### src/rtl/gpb_pkg.sv
package gpb_pkg;

    localparam int OFS_IN   = 'h04;
    localparam int OFS_OUT  = 'h0C;
    localparam int OFS_DRV  = 'h10;
    localparam int OFS_SMP  = 'h58;
    localparam int OFS_DSET = 'h70;
    localparam int OFS_DCLR = 'h74;

    typedef enum logic [2:0] {
        SEL_NONE = 3'd0,
        SEL_IN   = 3'd1,
        SEL_OUT  = 3'd2,
        SEL_DRV  = 3'd3,
        SEL_SMP  = 3'd4,
        SEL_DSET = 3'd5,
        SEL_DCLR = 3'd6
    } reg_sel_e;

endpackage

### src/rtl/gpb_regs.sv
module gpb_regs
    import gpb_pkg::*;
#(
    parameter int NPINS = 32
) (
    input  logic             clk,
    input  logic             rst_n,
    input  logic             wr_en,
    input  reg_sel_e         sel,
    input  logic [NPINS-1:0] wdata,
    output logic [NPINS-1:0] out_q,
    output logic [NPINS-1:0] drv_q,
    output logic [NPINS-1:0] smp_q
);

    for (genvar i = 0; i < NPINS; i++) begin : g_pin
        logic out_nx, drv_nx, smp_nx;

        always_comb begin
            out_nx = out_q[i];
            drv_nx = drv_q[i];
            smp_nx = smp_q[i];
            if (wr_en) begin
                unique case (sel)
                    SEL_OUT:  out_nx = wdata[i];
                    SEL_DRV:  drv_nx = wdata[i];
                    SEL_SMP:  smp_nx = wdata[i];
                    SEL_DSET: drv_nx = drv_q[i] | wdata[i];
                    SEL_DCLR: drv_nx = drv_q[i] & ~wdata[i];
                    SEL_IN, SEL_NONE: ;
                    default: ;
                endcase
            end
        end

        always_ff @(posedge clk or negedge rst_n) begin
            if (!rst_n) begin
                out_q[i] <= 1'b0;
                drv_q[i] <= 1'b0;
                smp_q[i] <= 1'b0;
            end else begin
                out_q[i] <= out_nx;
                drv_q[i] <= drv_nx;
                smp_q[i] <= smp_nx;
            end
        end
    end

    // the set alias ORs the write data into the drive enables
    p_set_alias_r4: assert property (@(posedge clk) disable iff (!rst_n)
        (wr_en && sel == SEL_DSET) |=> (drv_q == ($past(drv_q) | $past(wdata))));

    // the clear alias removes only the selected drive enables
    p_clr_alias_r5: assert property (@(posedge clk) disable iff (!rst_n)
        (wr_en && sel == SEL_DCLR) |=> (drv_q == ($past(drv_q) & ~$past(wdata))));

    // writes to the input register or unmapped addresses change nothing
    p_ignored_write_r8: assert property (@(posedge clk) disable iff (!rst_n)
        (wr_en && (sel == SEL_NONE || sel == SEL_IN))
        |=> ($stable(out_q) && $stable(drv_q) && $stable(smp_q)));

endmodule

### src/rtl/gpb_sync.sv
module gpb_sync #(
    parameter int NPINS  = 32,
    parameter int STAGES = 2
) (
    input  logic             clk,
    input  logic             rst_n,
    input  logic [NPINS-1:0] pad_in,
    input  logic [NPINS-1:0] smp_en,
    output logic [NPINS-1:0] in_val
);

    localparam int LAST = STAGES - 1;

    for (genvar i = 0; i < NPINS; i++) begin : g_pin
        logic [STAGES-1:0] chain;

        always_ff @(posedge clk or negedge rst_n) begin
            if (!rst_n)
                chain <= '0;
            else if (!smp_en[i])
                chain <= '0;
            else
                chain <= {chain[STAGES-2:0], pad_in[i]};
        end

        assign in_val[i] = chain[LAST] & smp_en[i];
    end

    // a disabled pin never shows a sampled 1
    p_disabled_zero_r7: assert property (@(posedge clk) disable iff (!rst_n)
        ((in_val & ~smp_en) == '0));

endmodule

### src/rtl/gpb_rdmux.sv
module gpb_rdmux
    import gpb_pkg::*;
#(
    parameter int NPINS = 32
) (
    input  logic             clk,
    input  logic             rst_n,
    input  logic             rd_en,
    input  reg_sel_e         sel,
    input  logic [NPINS-1:0] in_val,
    input  logic [NPINS-1:0] out_q,
    input  logic [NPINS-1:0] drv_q,
    input  logic [NPINS-1:0] smp_q,
    output logic [NPINS-1:0] rdata
);

    logic [NPINS-1:0] rd_nx;

    always_comb begin
        unique case (sel)
            SEL_IN:  rd_nx = in_val;
            SEL_OUT: rd_nx = out_q;
            SEL_DRV: rd_nx = drv_q;
            SEL_SMP: rd_nx = smp_q;
            SEL_DSET, SEL_DCLR, SEL_NONE: rd_nx = '0;
            default: rd_nx = '0;
        endcase
    end

    always_ff @(posedge clk or negedge rst_n) begin
        if (!rst_n)
            rdata <= '0;
        else if (rd_en)
            rdata <= rd_nx;
    end

    // write-only aliases and unmapped addresses read as zero
    p_wo_read_zero_r8: assert property (@(posedge clk) disable iff (!rst_n)
        (rd_en && (sel == SEL_NONE || sel == SEL_DSET || sel == SEL_DCLR))
        |=> (rdata == '0));

    // input reads carry no bit whose sample enable was low
    p_in_read_gated_r7: assert property (@(posedge clk) disable iff (!rst_n)
        (rd_en && sel == SEL_IN) |=> ((rdata & ~$past(smp_q)) == '0));

    // read data holds between reads
    p_rdata_hold_r9: assert property (@(posedge clk) disable iff (!rst_n)
        !rd_en |=> $stable(rdata));

endmodule

### src/rtl/gpio_bank.sv
module gpio_bank
    import gpb_pkg::*;
#(
    parameter int NPINS  = 32,
    parameter int ADDR_W = 8,
    parameter int STAGES = 2
) (
    input  logic              clk,
    input  logic              rst_n,
    input  logic [ADDR_W-1:0] bus_addr,
    input  logic              bus_wr,
    input  logic [NPINS-1:0]  bus_wdata,
    input  logic              bus_rd,
    output logic [NPINS-1:0]  bus_rdata,
    input  logic [NPINS-1:0]  pad_in,
    output logic [NPINS-1:0]  pad_out,
    output logic [NPINS-1:0]  pad_oe
);

    localparam logic [ADDR_W-1:0] A_IN   = ADDR_W'(OFS_IN);
    localparam logic [ADDR_W-1:0] A_OUT  = ADDR_W'(OFS_OUT);
    localparam logic [ADDR_W-1:0] A_DRV  = ADDR_W'(OFS_DRV);
    localparam logic [ADDR_W-1:0] A_SMP  = ADDR_W'(OFS_SMP);
    localparam logic [ADDR_W-1:0] A_DSET = ADDR_W'(OFS_DSET);
    localparam logic [ADDR_W-1:0] A_DCLR = ADDR_W'(OFS_DCLR);

    reg_sel_e         sel;
    logic [NPINS-1:0] out_q, drv_q, smp_q, in_val;

    always_comb begin
        if      (bus_addr == A_IN)   sel = SEL_IN;
        else if (bus_addr == A_OUT)  sel = SEL_OUT;
        else if (bus_addr == A_DRV)  sel = SEL_DRV;
        else if (bus_addr == A_SMP)  sel = SEL_SMP;
        else if (bus_addr == A_DSET) sel = SEL_DSET;
        else if (bus_addr == A_DCLR) sel = SEL_DCLR;
        else                         sel = SEL_NONE;
    end

    gpb_regs #(.NPINS(NPINS)) u_regs (
        .clk   (clk),
        .rst_n (rst_n),
        .wr_en (bus_wr),
        .sel   (sel),
        .wdata (bus_wdata),
        .out_q (out_q),
        .drv_q (drv_q),
        .smp_q (smp_q)
    );

    gpb_sync #(.NPINS(NPINS), .STAGES(STAGES)) u_sync (
        .clk    (clk),
        .rst_n  (rst_n),
        .pad_in (pad_in),
        .smp_en (smp_q),
        .in_val (in_val)
    );

    gpb_rdmux #(.NPINS(NPINS)) u_rdmux (
        .clk    (clk),
        .rst_n  (rst_n),
        .rd_en  (bus_rd),
        .sel    (sel),
        .in_val (in_val),
        .out_q  (out_q),
        .drv_q  (drv_q),
        .smp_q  (smp_q),
        .rdata  (bus_rdata)
    );

    assign pad_oe  = drv_q;
    assign pad_out = out_q & drv_q;

    // a plain drive-enable write lands on the pads at the next edge
    p_drive_write_r3: assert property (@(posedge clk) disable iff (!rst_n)
        (bus_wr && bus_addr == A_DRV) |=> (pad_oe == $past(bus_wdata)));

    // undriven pads never carry a 1
    p_undriven_low_r2: assert property (@(posedge clk) disable iff (!rst_n)
        ((pad_out & ~pad_oe) == '0));

endmodule

### config.mk
export PLATFORM = sky130hd
export DESIGN_NAME = gpio_bank
export DESIGN_NICKNAME = d
export VERILOG_FILES = /design/src/rtl/gpb_pkg.sv /design/src/rtl/gpb_regs.sv /design/src/rtl/gpb_sync.sv /design/src/rtl/gpb_rdmux.sv /design/src/rtl/gpio_bank.sv
export SDC_FILE = /design/constraint.sdc
export NUM_CORES = 1
export LEC_CHECK = 0
export ABC_AREA = 0
export BUFFER_PORTS_ARGS = -buffer_cell sky130_fd_sc_hd__buf_2
export CAP_MARGIN = 20
export CORE_ASPECT_RATIO = 1.1
export CORE_MARGIN = 2
export CORE_UTILIZATION = 44
export CTS_CLUSTER_SIZE = 28
export DETAILED_ROUTE_END_ITERATION = 8
export PLACE_DENSITY = 0.69
export SLEW_MARGIN = 30
export SYNTH_ARGS = -nofsm -noshare
export SYNTH_HDL_FRONTEND = slang
export SYNTH_SLANG_ARGS = --single-unit
### constraint.sdc
create_clock -name clk -period 1.25 [get_ports clk]
set_input_delay 0.125 -clock clk [delete_from_list [all_inputs] [get_ports clk]]
set_output_delay 0.125 -clock clk [all_outputs]
set_load 0.05 [all_outputs]
==> flow_summary_export.csv, run 1 <==
group,metric,value,unit
status,run_status,"finished, violations left",
status,violations,"negative setup slack",
clock_network,cts.path.max_buffers,2,
layout,finish.utilization,69.3,%
drt,drc,0,
timing,fmax,761,MHz
die,die_h,145,µm
layout,drive_gt1_share,46.4,%
timing,fin_skew,0.0104,ns
placement,dp_hpwl,15300,µm
worst_setup_path,startpoint_type,"flip-flop",
timing,slew_headroom,66.7,%
placement,placed_area,9810,µm²
global_routing,grt_max_degree,66,
placement,routabilityCongestion,0.881,
synthesis,synth_area_leader_cell,"dfrtp_1",
timing,finalWorstPathRequiredPeriod,1.31,ns
synthesis,synthDistinctLibCells,28,
synthesis,synth_xor_area_share,0.220,%
timing,setup_slack,-0.0649,ns
synthesis,muxShareOfSynthArea,9.05,%
power_and_ir_drop,power_switching_share,26.1,%
power_and_ir_drop,ir_drop,0.967,mV
power_and_ir_drop,p_int,10500,µW
placement,portBuffers,171,
clock_network,clock_latency,0.44,ns
global_routing,grt_pass1_vias,7282,
synthesis,synth_top_area_share,60.3,%
synthesis,synth-seq-cells,192,
clock_network,clk_pin_slew_worst_paths,0.07,ns
synthesis,synth_top_family_by_area,"compound AO/OA/AOI/OAI gates",
timing,rsz0062_at_grt,"true",
layout,fin_area,12300,µm²
synthesis,ys_warn_count,0,
power_and_ir_drop,pwr-share-clk,40.2,%
drt,wirelength,25900,µm
worst_setup_path,critPathMaxFanout,4,
die,placementRows,51,
worst_setup_path,arrival,1.19,ns
clock_network,cts_buffers,17,
global_routing,grt_antenna_before_repair,2,
synthesis,ys_seq_area_share,60.3,%
synthesis,syn_area,7960,µm²
drt,first_pass_iters,7,
synthesis,synth_area_leaders,"dfrtp_1 (60%), mux2_1 (9.1%), and2_1 (7.5%)",
synthesis,async_flop_share,100,%
global_routing,grtUsageTotal,26.8,%
power_and_ir_drop,power,14200,µW
synthesis,yosys.area_share.adder,0,%
drt,drt_iter0_drc,575,
clock_network,cts_sinks,192,
timing,slew_violations,0,
power_and_ir_drop,powerDensity,1150,nW/µm²
power_and_ir_drop,p_seq_share,46.8,%
die,io_pins,172,
synthesis,syn_nets,717,
clock_network,cts-root-buf,"clkbuf_16",
timing,setup_viol,50,
synthesis,synth_cells,641,
drt,avgViaCountPerCell,5.74,
synthesis,yosys.area_share.simple,13.3,%
synthesis,avgSynthCellArea,12.4,µm²
synthesis,ys.flop_type,"dfrtp_1",
worst_setup_path,reg2reg_slack,0.02,ns
worst_setup_path,worstSetupPathType,"reg2out",
synthesis,synth_edf_count,0,
power_and_ir_drop,p_sw,3690,µW
power_and_ir_drop,p_comb_share,13.0,%
timing,min_period_over_period,105,%
die,die_x,132,µm
clock_network,cts_tree,"built",
layout,area_delta_synth_final,54.4,%
worst_setup_path,end_kind,"output pin",
power_and_ir_drop,power_leakage,0.00592,µW
hold_path,hold_path.class,"in2async",
drt,routedWlPerCell,21.3,µm
drt,antenna_left,0,
timing,hold_viol_final,0,
die,start_util,44.9,%
timing,tightest_slew,0.500,ns
synthesis,synth-compound-area-share,14.8,%
global_routing,grt_pass1_wl,40300,µm
die,design.die.area,19200,µm²
layout,final_nets,1042,
global_routing,grt_overflow_total,0,
clock_network,cts_max_level,4,
worst_setup_path,required,1.12,ns
drt,vias,7001,
die,core,17700,µm²
job,max_cap_viol_count,0,
layout,n_fill_cell,1241,
-- state kept, by name, indices dropped and copies added (netlist names) --
register / cells
u_rdmux.rdata: 32
u_regs.drv_q: 32
u_regs.smp_q: 32
u_regs.out_q: 32
u_sync.g_pin.chain: 64
-- final timing paths --
check | from | end | cells past startpoint
setup / recovery | u_regs.drv_q[25] | pad_out[25] | 2
hold / removal | rst_n | u_sync.g_pin[10].chain[1] | 2
setup reg to reg | u_regs.drv_q[31] | u_rdmux.rdata[31] | 4
hold reg to reg | u_sync.g_pin[25].chain[0] | u_sync.g_pin[25].chain[1] | 1
max in group asynchronous | rst_n | u_regs.smp_q[6] | 3
min in group clk | bus_rd | u_rdmux.rdata[19] | 5
-- cell usage in the layout (no fill, tap or decap), types with 2 or more instances in the layout --
cell             n
bufinv_16        3
o21ai_0          2
clkinv_4         2
a222oi_1        32
and2_1          64
nor4_4           2
clkbuf_4        35
buf_8           36
buf_4          109
dlygate4sd3_1   65
nor2_4           3
dfrtp_1        192
o21ai_1         32
diode_2          2
or3b_4           2
a22o_1          33
clkinvlp_4       4
and2_4          32
o21ai_2         29
a22oi_1         32
buf_2           78
and3_1          32
nand2_1         33
mux2_4          64
clkbuf_16       19
buf_12          13
buf_6            9
inv_6            3
-- power groups by stage --
stage                     clock network [µW]  registers, µW  logic, µW
final                                   5680           6630       1840
after global routing                    6020           6650       1940
after CTS                               5740           6610       1730
after detailed placement                   0           6750       1300
after global placement                     0           6740       1280
after floorplan                            0           7010        386
-- per-layer routing --
layer,track usage (%),share of wire (%)
met3,5.31,6.5
met1,34.6,40
met2,43.8,51
met4,12.0,2.7
met5,0,0
-- cell type report --
type                       count  area (µm²)  area share, %
antenna                        2        5.00         0.0407
clock buffer                  18         429           3.49
clock inverter                14         180           1.47
inverter                       1        3.75         0.0305
multi-input combinational    406        3490           28.4
sequential                   192        4800           39.1
tap                          238         298           2.42
timing repair buffer         348        3090           25.1
-- cells by family (layout without fill, tap and decap cells) --
| group | Yosys count | after routing |
|---|---|---|
| AOI/OAI and AO/OA | 162 | 162 |
| xor gates and xnor gates | 2 | 2 |
| DFF | 192 | 192 |
| and+or+nand+nor | 178 | 178 |
| buffers and inverters | 43 | 381 |
| muxes | 64 | 64 |
| other | 0 | 2 |
-- critical path: stages (launching register included) --
cell,delay (ns)
dfrtp_1,0.44
and2_4,0.19
buf_8,0.14
-- repair_timing --
item,in CTS,in global routing
resized for setup,152,88
hold endpoints to repair,316,0
setup buffers,50,11
gates cloned,0,3
setup endpoints to repair,74,131
hold buffers,65,0
pin swaps,0,10
-- Yosys cell counts, types with 2 or more instances --
cell	number
a222oi_1	32
a22o_1	33
a22oi_1	32
and2_1	96
and3_1	33
buf_2	11
buf_4	3
clkbuf_1	28
dfrtp_1	192
mux2_1	64
nand2_1	33
nor2_1	4
nor4_2	2
o21ai_0	2
o21ai_1	62
or3b_1	2
-- metrics by stage --
| stage | setup slack, ns | hold WS (ns) | setup TNS [ns] | instances |
|---|---|---|---|---|
| after floorplan | -0.259 | -0.171 | -25.49 | 641 |
| after CTS | -0.0635 | 0.129 | -1.28 | 1203 |
| after detailed placement | -0.464 | 0.0296 | -48.73 | 1056 |
| after global routing | -0.106 | 0.161 | -3.25 | 1218 |
| final | -0.0649 | 0.141 | -1.32 | 1219 |
| after global placement | -0.428 | 0.0283 | -46.26 | 1056 |
No activity file was read; power rests on OpenSTA's default activity.
==> run 2, diff against run 1 <==
- ABC_AREA: 0 -> 1
- PLACE_DENSITY: 0.69 -> 0.67
==> run 2 against run 1 <==
  * The run still ends with negative setup slack left
  * Flip-flop and latch count did not move
  * Critical path depth rose by 1
  * Fmax rose by 3.4%
  * Clock skew barely moved
  * Sequential power rose by 3%
  * Global-route usage fell by 1.5 points
  * Die area rose by 23%
  * Via count rose by 36%
  * Critical endpoint is now pad_out[20]
  * Largest power group unchanged
  * Highest routed layer is now met5
==> flow_summary_export.csv, run 2 <==
group,metric,value,unit
layout,fin_area,13000,µm²
worst_setup_path,required,1.12,ns
synthesis,async_flop_share,100,%
drt,wirelength,29200,µm
power_and_ir_drop,power_switching_share,29.1,%
global_routing,grt_pass1_vias,9175,
power_and_ir_drop,power_leakage,0.00797,µW
clock_network,cts_sinks,192,
timing,hold_viol_final,0,
worst_setup_path,arrival,1.15,ns
synthesis,syn_area,9850,µm²
clock_network,cts_buffers,17,
synthesis,synth_xor_area_share,0,%
die,die_h,161,µm
timing,setup_viol,11,
layout,drive_gt1_share,21.7,%
global_routing,grt_pass1_wl,47500,µm
synthesis,muxShareOfSynthArea,0,%
timing,slew_headroom,77.1,%
worst_setup_path,critPathLaunch,"u_regs.drv_q[20]",
clock_network,cts-root-buf,"clkbuf_16",
global_routing,grtUsageTotal,25.3,%
placement,portBuffers,171,
die,die_x,147,µm
worst_setup_path,cp_cell_sequence,"nand2_1 -> inv_1 -> buf_6",
layout,n_fill_cell,2011,
synthesis,ys_warn_count,0,
worst_setup_path,r2r-start,"u_regs.drv_q[31]",
layout,largest_register_ffs,64,
hold_path,hold_path.class,"in2reg",
job,max_cap_viol_count,0,
placement,routabilityCongestion,0.835,
placement,dp_hpwl,19100,µm
drt,drt_iter0_drc,838,
global_routing,grt_antenna_before_repair,4,
worst_setup_path,critPathMaxStageDelay,0.44,ns
synthesis,synth_area_leader_cell,"dfrtp_1",
clock_network,cts_tree,"built",
placement,placed_area,11300,µm²
synthesis,synth_edf_count,0,
clock_network,clock_latency,0.43,ns
worst_setup_path,startpoint_type,"flip-flop",
timing,finalWorstPathRequiredPeriod,1.27,ns
synthesis,ys_seq_area_share,48.8,%
drt,vias,9542,
timing,setup_slack,-0.0214,ns
synthesis,synth-compound-area-share,4.88,%
power_and_ir_drop,pwr-share-clk,37.2,%
synthesis,synth_top_family_by_area,"simple AND/OR/NAND/NOR gates",
power_and_ir_drop,p_sw,4230,µW
timing,tightest_slew,0.343,ns
timing,holdWs,0.0155,ns
power_and_ir_drop,p_int,10300,µW
die,design.die.area,23600,µm²
timing,slew_violations,0,
synthesis,synth_top_area_share,48.8,%
synthesis,synth_commonest_cells,"nand2_1 (522), inv_1 (228), nand3_1 (225), dfrtp_1 (192), o21ai_1 (76)",
clock_network,cts.path.max_buffers,2,
die,placementRows,57,
global_routing,grt_overflow_total,0,
layout,layout_commonest_cell,"nand2_1",
synthesis,yosysMostFrequentCell,"nand2_1",
worst_setup_path,cpMaxStageDelayCell,"dfrtp_2",
die,core,22000,µm²
synthesis,yosys.area_share.adder,0,%
timing,fin_skew,0.0104,ns
synthesis,yosys.area_share.simple,33.6,%
power_and_ir_drop,p_comb_share,16.0,%
layout,finish.utilization,58.8,%
worst_setup_path,worstSetupPathType,"reg2out",
synthesis,ys.flop_type,"dfrtp_1",
status,run_status,"finished, violations left",
worst_setup_path,critPathMaxFanout,3,
power_and_ir_drop,ir_drop,0.903,mV
layout,top_register,"u_sync.g_pin.chain",
drt,first_pass_iters,5,
hold_path,hold_start,"bus_wdata[15]",
die,io_pins,172,
synthesis,synth-seq-cells,192,
layout,final_nets,1710,
global_routing,grt_max_degree,65,
clock_network,cts_max_level,4,
layout,final_cell_mix,"nand2_1 (511), nand3_1 (225), inv_1 (215)",
drt,avgViaCountPerCell,4.91,
drt,drc,0,
die,start_util,44.7,%
timing,fmax,787,MHz
clock_network,clk_pin_slew_worst_paths,0.07,ns
synthesis,avgSynthCellArea,7.11,µm²
synthesis,synthDistinctLibCells,16,
worst_setup_path,cp_top_family,"flip-flops",
synthesis,syn_nets,1461,
synthesis,synth_cells,1385,
worst_setup_path,end_kind,"output pin",
power_and_ir_drop,p_seq_share,46.8,%
timing,rsz0062_at_grt,"true",
layout,area_delta_synth_final,31.5,%
synthesis,synth_area_leaders,"dfrtp_1 (49%), nand2_1 (20%), nand3_1 (11%)",
drt,routedWlPerCell,15.0,µm
status,violations,"negative setup slack",
worst_setup_path,cp_num_buf_inv,2,
power_and_ir_drop,powerDensity,1120,nW/µm²
timing,min_period_over_period,102,%
drt,antenna_left,0,
-- run 2: cell types whose count changed after synthesis, moves of 14 or more --
cell / before / now
a222oi_1: 32 / 0
o21ai_1: 62 / 76
inv_1: 0 / 228
a22o_1: 33 / 0
nand3_1: 0 / 225
a22oi_1: 32 / 0
and2_1: 96 / 0
mux2_1: 64 / 0
nand2_1: 33 / 522
nor2_1: 4 / 33
buf_2: 11 / 36
o21ai_0: 2 / 20
and3_1: 33 / 0
-- run 2: kinds of logic (layout without fill, tap and decap cells) --
logic type	Yosys count	after routing
buffers and inverters	304	566
and+or+nand+nor	793	793
AOI/OAI and AO/OA	96	96
DFF	192	192
other	0	3
-- run 2: power by group through the flow --
stage	clock network, µW	logic [µW]	registers, µW
2_1_floorplan	0	657	7290
5_1_grt	5780	2530	6840
3_3_place_gp	0	1800	6940
6_report	5420	2340	6810
4_1_cts	5510	2250	6790
3_5_place_dp	0	1830	6940
-- run 2: final timing paths --
check	slack (ns)	cells after the start	end
worst max-delay path	-0.02	3	pad_out[20]
worst min-delay path	0.02	3	u_regs.out_q[15]
worst max register to register	0.09	9	u_regs.drv_q[31]
worst min register to register	0.43	2	u_sync.g_pin[16].chain[1]
max in group asynchronous	0.53	3	u_regs.drv_q[21]
min in group asynchronous	0.18	2	u_regs.out_q[29]
-- run 2: area by class of cell --
| cell class | instances | area, µm² | area share [%] |
|---|---|---|---|
| Sequential cell | 192 | 4830 | 37.3 |
| Multi-Input combinational cell | 889 | 3850 | 29.7 |
| Timing Repair Buffer | 300 | 2430 | 18.8 |
| Inverter | 234 | 878 | 6.78 |
| Clock buffer | 22 | 484 | 3.74 |
| Tap cell | 295 | 369 | 2.85 |
| Clock inverter | 10 | 104 | 0.801 |
| Antenna cell | 3 | 7.51 | 0.0579 |
-- run 2: metal layers --
layer	share of wire (%)	vias to the layer above	wire length (µm)	track usage [%]
met1	43	4452	12500	32.6
met3	6.7	50	1950	5.09
met4	2.6	2	749	10.6
li1	-	4718	-	-
met2	48	320	14000	41.8
met5	0.055	-	16	0
-- run 2: metrics by stage --
stage | instances | total power [µW] | setup slack, ns | setup TNS, ns
after floorplan | 1385 | 7950 | 0.0413 | 0
after global placement | 1826 | 8740 | -0.0812 | -5.69
after detailed placement | 1826 | 8770 | -0.119 | -7.91
after CTS | 1932 | 14500 | -0.0799 | -0.555
after global routing | 1944 | 15100 | -0.0752 | -1.28
final | 1945 | 14600 | -0.0214 | -0.0953
-- run 2: worst min-delay path: cells and delay by family --
kind	cells	cell delay, ns
buffers and inverters	2	0.21
AO/OA/AOI/OAI	1	0.07
-- run 2: timing repair --
item,4_1_cts,5_1_grt
endpoints found under the hold margin,233,0
setup buffers,33,10
gates resized for setup,97,56
hold buffers,41,0
pin swaps,2,9
setup endpoints to repair,64,54
